==> src/rtl/seg_dec_pkg.sv <==
package seg_dec_pkg;
  localparam int unsigned ADDR_W   = 32;
  localparam int unsigned FIELD_W  = 16;
  localparam int unsigned AM_W     = 3;
  localparam int unsigned EU_BIT   = 3;
  localparam int unsigned BASE_LSB = 9;
  localparam int unsigned PA_SHIFT = 20;
  localparam int unsigned N_SEG    = 6;
  localparam int unsigned N_CODE   = 1 << AM_W;

  typedef enum logic [1:0] {
    MODE_KERN = 2'd0,
    MODE_SUPV = 2'd1,
    MODE_USER = 2'd2,
    MODE_RSVD = 2'd3
  } exec_mode_e;

  typedef logic [FIELD_W-1:0] seg_field_t;
endpackage

==> src/rtl/seg_field_sel.sv <==
module seg_field_sel
  import seg_dec_pkg::*;
#(
  parameter logic [ADDR_W-1:0] USER_MASK = 32'h3FFF_FFFF,
  parameter logic [ADDR_W-1:0] KERN_MASK = 32'h1FFF_FFFF
) (
  input  logic [2:0]        vtop_i,
  input  logic [ADDR_W-1:0] ctl0_i,
  input  logic [ADDR_W-1:0] ctl1_i,
  input  logic [ADDR_W-1:0] ctl2_i,
  output seg_field_t        field_o,
  output logic [ADDR_W-1:0] mask_o
);
  localparam int unsigned IDX_W = $clog2(N_SEG);

  seg_field_t       pool [N_SEG];
  logic [IDX_W-1:0] idx;

  // pool order: user low, user high, then the four kernel regions by address
  genvar g;
  generate
    for (g = 0; g < N_SEG; g++) begin : g_pool
      localparam int unsigned REG  = 2 - (g / 2);
      localparam int unsigned HALF = 1 - (g % 2);
      if (REG == 2) begin : g_r2
        assign pool[g] = ctl2_i[HALF*FIELD_W +: FIELD_W];
      end else if (REG == 1) begin : g_r1
        assign pool[g] = ctl1_i[HALF*FIELD_W +: FIELD_W];
      end else begin : g_r0
        assign pool[g] = ctl0_i[HALF*FIELD_W +: FIELD_W];
      end
    end
  endgenerate

  always_comb begin
    if (!vtop_i[2]) begin
      idx    = vtop_i[1] ? IDX_W'(1) : IDX_W'(0);
      mask_o = USER_MASK;
    end else begin
      idx    = IDX_W'(2) + IDX_W'(vtop_i[1:0]);
      mask_o = KERN_MASK;
    end
  end

  assign field_o = pool[idx];
endmodule

==> src/rtl/seg_access_policy.sv <==
module seg_access_policy
  import seg_dec_pkg::*;
(
  input  logic [AM_W-1:0] am_i,
  input  logic            eu_i,
  input  logic            erl_i,
  input  logic [1:0]      mode_i,
  output logic            bad_o,
  output logic            tlb_o
);
  // bit n set: code n takes the action
  localparam logic [N_CODE-1:0] KERN_ERR = 8'b0100_0000;
  localparam logic [N_CODE-1:0] KERN_TLB = 8'b0000_1110;
  localparam logic [N_CODE-1:0] SUPV_ERR = 8'b0100_0011;
  localparam logic [N_CODE-1:0] SUPV_TLB = 8'b0001_1100;
  localparam logic [N_CODE-1:0] USER_ERR = 8'b0110_0111;
  localparam logic [N_CODE-1:0] USER_TLB = 8'b0001_1000;

  logic [N_CODE-1:0] err_tab, tlb_tab;
  logic              force_direct;

  always_comb begin
    unique case (exec_mode_e'(mode_i))
      MODE_KERN: begin err_tab = KERN_ERR; tlb_tab = KERN_TLB; end
      MODE_SUPV: begin err_tab = SUPV_ERR; tlb_tab = SUPV_TLB; end
      MODE_USER: begin err_tab = USER_ERR; tlb_tab = USER_TLB; end
      default:   begin err_tab = '1;       tlb_tab = '0;       end
    endcase
  end

  assign force_direct = eu_i & erl_i;
  assign bad_o = ~force_direct & err_tab[am_i];
  assign tlb_o = ~force_direct & ~err_tab[am_i] & tlb_tab[am_i];
endmodule

==> src/rtl/seg_paddr.sv <==
module seg_paddr
  import seg_dec_pkg::*;
(
  input  seg_field_t        field_i,
  input  logic [ADDR_W-1:0] vaddr_i,
  input  logic [ADDR_W-1:0] mask_i,
  input  logic              direct_i,
  output logic [ADDR_W-1:0] paddr_o
);
  localparam int unsigned EXT_W = FIELD_W + PA_SHIFT;
  localparam seg_field_t  BASE_MASK = seg_field_t'(~((1 << BASE_LSB) - 1));

  logic [EXT_W-1:0]  ext;
  logic [ADDR_W-1:0] base;

  assign ext     = {field_i & BASE_MASK, {PA_SHIFT{1'b0}}};
  assign base    = ext[ADDR_W-1:0];
  assign paddr_o = direct_i ? ((base & ~mask_i) | (vaddr_i & mask_i)) : '0;
endmodule

==> src/rtl/seg_decoder.sv <==
module seg_decoder
  import seg_dec_pkg::*;
(
  input  logic              clk_i,
  input  logic              rst_ni,
  input  logic [ADDR_W-1:0] vaddr_i,
  input  logic [1:0]        mode_i,
  input  logic              erl_i,
  input  logic [ADDR_W-1:0] segctl0_i,
  input  logic [ADDR_W-1:0] segctl1_i,
  input  logic [ADDR_W-1:0] segctl2_i,
  output logic              addr_err_o,
  output logic              tlb_map_o,
  output logic [ADDR_W-1:0] paddr_o
);
  seg_field_t        sel_field;
  logic [ADDR_W-1:0] sel_mask;
  logic              bad_c, tlb_c;
  logic [ADDR_W-1:0] pa_c;

  seg_field_sel u_sel (
    .vtop_i  (vaddr_i[ADDR_W-1 -: 3]),
    .ctl0_i  (segctl0_i),
    .ctl1_i  (segctl1_i),
    .ctl2_i  (segctl2_i),
    .field_o (sel_field),
    .mask_o  (sel_mask)
  );

  seg_access_policy u_pol (
    .am_i   (sel_field[AM_W-1:0]),
    .eu_i   (sel_field[EU_BIT]),
    .erl_i  (erl_i),
    .mode_i (mode_i),
    .bad_o  (bad_c),
    .tlb_o  (tlb_c)
  );

  seg_paddr u_pa (
    .field_i  (sel_field),
    .vaddr_i  (vaddr_i),
    .mask_i   (sel_mask),
    .direct_i (~bad_c & ~tlb_c),
    .paddr_o  (pa_c)
  );

  always_ff @(posedge clk_i or negedge rst_ni) begin
    if (!rst_ni) begin
      addr_err_o <= 1'b0;
      tlb_map_o  <= 1'b0;
      paddr_o    <= '0;
    end else begin
      addr_err_o <= bad_c;
      tlb_map_o  <= tlb_c;
      paddr_o    <= pa_c;
    end
  end
endmodule

==> config.mk <==
export PLATFORM = sky130hd
export DESIGN_NAME = seg_decoder
export DESIGN_NICKNAME = d
export VERILOG_FILES = /design/src/rtl/seg_dec_pkg.sv /design/src/rtl/seg_field_sel.sv /design/src/rtl/seg_access_policy.sv /design/src/rtl/seg_paddr.sv /design/src/rtl/seg_decoder.sv
export SDC_FILE = /design/constraint.sdc
export NUM_CORES = 1
export LEC_CHECK = 0
export BUFFER_PORTS_ARGS = -buffer_cell sky130_fd_sc_hd__buf_2
export CORE_MARGIN = 1.5
export CORE_UTILIZATION = 40
export CTS_CLUSTER_SIZE = 8
export DETAILED_ROUTE_END_ITERATION = 6
export GPL_TIMING_DRIVEN = 0
export PLACE_DENSITY = 0.85
export SYNTH_ARGS = -nofsm -noshare
export SYNTH_HDL_FRONTEND = slang
export SYNTH_SLANG_ARGS = --single-unit
==> constraint.sdc <==
create_clock -name clk_i -period 0.87 [get_ports clk_i]
set_input_delay 0.0435 -clock clk_i [delete_from_list [all_inputs] [get_ports clk_i]]
set_output_delay 0.0435 -clock clk_i [all_outputs]
set_load 0.01 [all_outputs]
==> out/metrics.csv, run 1 <==
stage,metric,value,unit
synthesis,synth_top_family_by_area,simple AND/OR/NAND/NOR gates,
synthesis,yosysUniqueCellTypes,29,
placement,port_buffers,108,
sta,setup_slack,-0.916,ns
grt,first_global_vias,1455,
worst_setup_path,path_buf_inv,2,
synthesis,synth_top_area_share,46.2,%
placement,hpwl,2.95,mm
route,wl_per_cell,12.3,µm
grt,grt_pass1_wl,6.37,mm
synthesis,synthCells,132,
clock_tree,clkTransAtPathRegs,0.06,ns
synthesis,async_reset_ff_share,100,%
synthesis,synth_fa_ha_area_share,3.40,%
placement,place_congestion,0.771,
grt,grt.total_usage,15.9,%
clock_tree,numClockSinks,34,
hold_path,hold_path.class,in -> async,
cells_and_area,area_growth_syn_to_layout,44.5,%
route,firstDrtPassIters,4,
worst_setup_path,endpoint_kind,flop,
cells_and_area,layout-drive-gt1-share,70.2,%
power_and_ir_drop,p_leak,1.41,nW
route,drc,0,
outcome,outcome,"complete, but fails checks",
power_and_ir_drop,vdd_ir_drop_max,0.000578,V
synthesis,synthesis.nets,270,
worst_setup_path,critPathMaxFanout,7,
power_and_ir_drop,powerDensity,1720,mW/mm²
sta,holdWs,-0.171,ns
clock_tree,htree_levels,2,
sta,rsz0062_at_grt,yes,
grt,grt_antenna_before_repair,0,
sta,tightest_slew,0.731,ns
sta,fin_crit_sh,205,%
synthesis,ys.flop_type,dfrtp_1,
synthesis,ys_seq_area_share,46.2,%
worst_setup_path,crit_path_top_delay_cell,or4_4,
synthesis,syn_area,0.00184,mm²
floorplan,fp.dieH,70.8,µm
sta,relSlewSlack,51.3,%
synthesis,synth_compound_area_share,3.87,%
synthesis,synth.area.top_cells,"dfrtp_1 (46%), nor3b_2 (18%), mux4_2 (4.9%)",
sta,setup_viol,34,
sta,clock.fmax,560,MHz
worst_setup_path,path_cells,buf_12 > mux4_2 > mux2_4 > or4_4 > o31ai_4 > nor3_4 > buf_4 > nor3b_2,
sta,hold_viol_final,34,
sta,period_minus_slack,1.79,ns
synthesis,synth_seq_cells,34,
synthesis,syn_area_per_cell,13.9,µm²
floorplan,ios,167,
clock_tree,cts_tree,done,
grt,overflow,0,
outcome,violations,"hold timing, setup timing",
power_and_ir_drop,totalPowerFinal,4.57,mW
worst_setup_path,start_kind,primary input,
floorplan,rows,24,
floorplan,dieArea,0.00502,mm²
route,avgViaCountPerCell,4.80,
floorplan,core-area,0.00438,mm²
route,num_vias,1473,
cells_and_area,final_common_cell,buf_2,
route,dr.first_iter.drc_count,41,
cells_and_area,num-nets-final,392,
synthesis,synthSimpleGateAreaFrac,25.9,%
clock_tree,numCtsBuffers,5,
worst_setup_path,crit_path_max_incr_delay,0.53,ns
synthesis,yosys.area_share.xor_xnor,0,%
worst_setup_path,worstSetupPathType,in -> reg,
cells_and_area,diodes,0,
cells_and_area,fillers,360,
clock_tree,cts-root-buf,clkbuf_8,
synthesis,synthMuxAreaShare,15.6,%
synthesis,yosys_warnings,0,
synthesis,synth-edff-count,0,
job,max_cap_viol_count,0,
route,wl,3.78,mm
route,antenna_left,0,
worst_setup_path,worst-endpoint-required,1.06,ns
floorplan,die_width,70.8,µm
grt,grt_max_degree,35,
worst_setup_path,crit_family,simple AND/OR/NAND/NOR gates,
clock_tree,clock_path_buffers,2,
floorplan,start_util,42.0,%
synthesis,yosys.area.top_type,dfrtp_1,
worst_setup_path,arrival,1.98,ns
sta,drv_slew,0,
cells_and_area,layout_common_cells,"buf_2 (108), dfrtp_1 (34), nor3b_2 (28), buf_4 (10), mux2i_1 (7)",
[worst paths after layout]
path | end | cells past startpoint | slack [ns] | from
worst max-delay path | paddr_o[18] | 8 | -0.92 | vaddr_i[29]
worst min-delay path | paddr_o[9] | 1 | -0.17 | rst_ni
max in group asynchronous | addr_err_o | 1 | 0.57 | rst_ni
min in group clk_i | paddr_o[13] | 2 | 0.01 | vaddr_i[13]
[area by class of cell]
| class | instances | area (µm²) | share of cell area, % |
|---|---|---|---|
| multi-input cells | 83 | 928 | 34.9 |
| inverters | 4 | 15.0 | 0.565 |
| clock inverters | 1 | 5.00 | 0.188 |
| plain buffers | 10 | 104 | 3.91 |
| clock buffers | 7 | 86.3 | 3.25 |
| well taps | 52 | 65.1 | 2.45 |
| flip-flops and latches | 34 | 851 | 32.0 |
| repair buffers | 116 | 604 | 22.7 |
[metal layers]
metal  GRT usage [%]  routed length [µm]  vias up
met5               0                   0        -
met4            5.66                  24        0
met3            4.13                 401        2
met2            28.0                1890       94
met1            18.9                1470      665
li1                -                   -      712
[synth_stat cells, types with 4 or more instances]
| library cell | count |
|---|---|
| dfrtp_1 | 34 |
| nor3b_2 | 26 |
| mux2i_1 | 7 |
| buf_2 | 5 |
| ha_1 | 5 |
| nand2_1 | 5 |
| buf_6 | 4 |
| inv_1 | 4 |
| mux2_2 | 4 |
| mux4_2 | 4 |
| nor2_1 | 4 |
| o21ai_0 | 4 |
[cell families (layout without fill, tap and decap cells)]
group	count (synthesis)	after routing
buffers and inverters	15	138
adders and majority gates	5	5
AOI/OAI and AO/OA	10	10
and+or+nand+nor	49	49
muxes	19	19
DFF	34	34
[flip-flops by register name (all words and copies together) (netlist names)]
| signal | cells |
|---|---|
| tlb_map_o | 1 |
| paddr_o | 32 |
| addr_err_o | 1 |
[through the flow]
| step | setup slack (ns) | cells | utilization, % | cell area [µm²] | setup TNS (ns) |
|---|---|---|---|---|---|
| 2_1_floorplan | -1.13 | 132 | - | 1870 | -37.57 |
| 3_3_place_gp | -1.28 | 292 | 56.5 | 2480 | -41.23 |
| 3_5_place_dp | -1.33 | 292 | 56.5 | 2480 | -42.40 |
| 4_1_cts | -0.923 | 307 | 60.6 | 2660 | -30.14 |
| 5_1_grt | -0.999 | 307 | 60.6 | 2660 | -32.26 |
| 6_report | -0.916 | 307 | 60.6 | 2660 | -29.84 |
[power breakdown]
group          internal, mW  switching [mW]
Combinational         0.780           0.786
Sequential             1.82          0.0529
Clock                 0.637           0.498
Total                  3.24            1.34
[timing repair]
action / 4_1_cts / 5_1_grt
hold endpoints to repair: 34 / 34
setup buffers: 6 / 0
cloned: 2 / 0
pin swaps: 2 / 1
setup endpoints to repair: 34 / 34
resized for setup: 11 / 1
No activity file was read; power rests on OpenSTA's default activity.
==> run 2, diff against run 1 <==
--- a/config.mk
+++ b/config.mk
@@ -7,11 +7,12 @@
 export LEC_CHECK = 0
 export BUFFER_PORTS_ARGS = -buffer_cell sky130_fd_sc_hd__buf_2
 export CORE_MARGIN = 1.5
-export CORE_UTILIZATION = 40
+export CORE_UTILIZATION = 45
 export CTS_CLUSTER_SIZE = 8
 export DETAILED_ROUTE_END_ITERATION = 6
 export GPL_TIMING_DRIVEN = 0
-export PLACE_DENSITY = 0.85
+export PLACE_DENSITY = 0.86
 export SYNTH_ARGS = -nofsm -noshare
 export SYNTH_HDL_FRONTEND = slang
+export SYNTH_HIERARCHICAL = 1
 export SYNTH_SLANG_ARGS = --single-unit
==> out/metrics.csv, run 2 <==
stage,metric,value,unit
floorplan,dieArea,0.00478,mm²
sta,period_minus_slack,2.08,ns
cells_and_area,area_growth_syn_to_layout,58.0,%
grt,first_global_vias,1744,
route,dr.first_iter.drc_count,57,
cells_and_area,instances_no_fill,380,
route,firstDrtPassIters,4,
cells_and_area,final_common_cell,buf_2,
sta,setup_slack,-1.21,ns
floorplan,die_width,69.1,µm
worst_setup_path,worstSetupPathType,in -> reg,
cells_and_area,layout-drive-gt1-share,63.0,%
placement,port_buffers,112,
synthesis,syn_area_per_cell,12.3,µm²
route,avgViaCountPerCell,4.38,
grt,grt.total_usage,20.2,%
placement,place_congestion,0.803,
clock_tree,htree_levels,2,
floorplan,core-area,0.00412,mm²
route,drc,0,
cells_and_area,reg_top3,"paddr_o (32), addr_err_o (1), tlb_map_o (1)",
synthesis,syn_area,0.00197,mm²
cells_and_area,largest_reg_flops,32,
worst_setup_path,endpoint_kind,flop,
worst_setup_path,crit_path_max_incr_delay,0.54,ns
placement,dp_cells,351,
placement,hpwl,3.34,mm
floorplan,ios,167,
synthesis,synthCells,160,
route,num_vias,1663,
cells_and_area,layout_common_cells,"buf_2 (113), buf_4 (42), dfrtp_1 (34), conb_1 (31), and3_1 (21)",
sta,rsz0062_at_grt,yes,
floorplan,rows,23,
grt,grt_antenna_before_repair,0,
route,antenna_left,0,
worst_setup_path,crit_path_top_delay_cell,mux4_2,
grt,overflow,0,
synthesis,yosys_warnings,6,
clock_tree,numCtsBuffers,5,
clock_tree,cts-root-buf,clkbuf_8,
worst_setup_path,worst-endpoint-required,1.09,ns
cells_and_area,fillers,283,
power_and_ir_drop,p_leak,1.82,nW
grt,grt_pass1_wl,7.59,mm
worst_setup_path,startpoint,vaddr_i[29],
floorplan,fp.dieH,69.1,µm
worst_setup_path,path_cells,buf_8 > buf_12 > mux2_4 > mux4_2 > and2b_2 > o21ai_2 > a211oi_2 > a2bb2oi_2 > nor2_4 > buf_2 > and3_1,
sta,drv_slew,0,
outcome,violations,setup timing,
route,wl_per_cell,12.5,µm
clock_tree,clkTransAtPathRegs,0.07,ns
cells_and_area,num-nets-final,468,
hold_path,hold_path.class,in -> reg,
route,wl,4.77,mm
power_and_ir_drop,vdd_ir_drop_max,0.000563,V
placement,dpl_worst_slack,-1.70,ns
clock_tree,numClockSinks,34,
floorplan,start_util,47.8,%
sta,hold_viol_final,0,
sta,clock.fmax,481,MHz
worst_setup_path,start_kind,primary input,
grt,grt_max_degree,35,
cells_and_area,top_register,paddr_o,
sta,fin_crit_sh,239,%
worst_setup_path,arrival,2.29,ns
cells_and_area,multi_input_area,977,µm²
cells_and_area,seqCellArea,851,µm²
clock_tree,clock_path_buffers,2,
power_and_ir_drop,powerDensity,1400,mW/mm²
worst_setup_path,critPathMaxFanout,7,
cells_and_area,diodes,0,
sta,setup_viol,34,
job,max_cap_viol_count,0,
outcome,outcome,"complete, but fails checks",
hold_path,min_from,vaddr_i[5],
worst_setup_path,cp-endpoint,paddr_o[12],
clock_tree,cts_tree,done,
run 2: cell type report:
type	count	area share [%]
clock inverters	2	0.402
repair buffers	134	24.7
clock buffers	6	2.66
inverters	4	0.483
multi-input cells	109	31.4
plain buffers	41	11.0
flip-flops and latches	34	27.4
well taps	50	2.01
run 2: what timing repair did:
item                                    CTS  global route
resized for setup                        23             6
hold buffers                              9             1
endpoints found under the hold margin    43             1
gates cloned                              1             1
endpoints found under the setup margin   34            69
pin swaps                                 3             3
buffers inserted                          7             3
run 2: per-layer routing:
| layer | part of all wire, % | wire, µm | up-vias | GRT usage, % |
|---|---|---|---|---|
| met1 | 35 | 1680 | 739 | 19.7 |
| met2 | 56 | 2670 | 86 | 40.1 |
| li1 | - | - | 825 | - |
| met4 | 3.3 | 159 | 0 | 9.80 |
| met3 | 5.5 | 260 | 13 | 3.51 |
| met5 | 0 | 0 | - | 0 |
run 2: how the worst min path moves through the flow:
| stage | cells after the start | end |
|---|---|---|
| 4_1_cts | 2 | tlb_map_o |
| 5_1_grt | 2 | paddr_o[18] |
| 2_1_floorplan | 0 | addr_err_o |
| 6_report | 2 | paddr_o[5] |
| 3_5_place_dp | 1 | paddr_o[13] |
| 3_3_place_gp | 1 | paddr_o[13] |
run 2: metrics by stage:
step | hold slack [ns] | instance area, µm² | power [mW] | TNS, ns | util, %
final | 0.0123 | 3110 | 4.37 | -39.10 | 75.6
after global placement | 0.132 | 2700 | 2.88 | -54.39 | 65.7
after CTS | -0.00611 | 3060 | 4.34 | -40.62 | 74.4
after floorplan | -0.252 | 2080 | 2.46 | -44.24 | -
after detailed placement | 0.139 | 2700 | 2.91 | -55.41 | 65.7
after global routing | -0.00130 | 3110 | 4.64 | -41.47 | 75.6
run 2: critical path, delay by kind of cell:
kind | cells | cell delay [ns]
AO/OA/AOI/OAI | 3 | 0.39
AND/OR/NAND/NOR | 3 | 0.62
multiplexers | 2 | 0.82
buffers and inverters | 3 | 0.41
run 2: power by group:
part	switching, mW	internal [mW]
logic	0.587	0.830
clock network	0.540	0.635
registers	0.0424	1.73
total	1.17	3.20
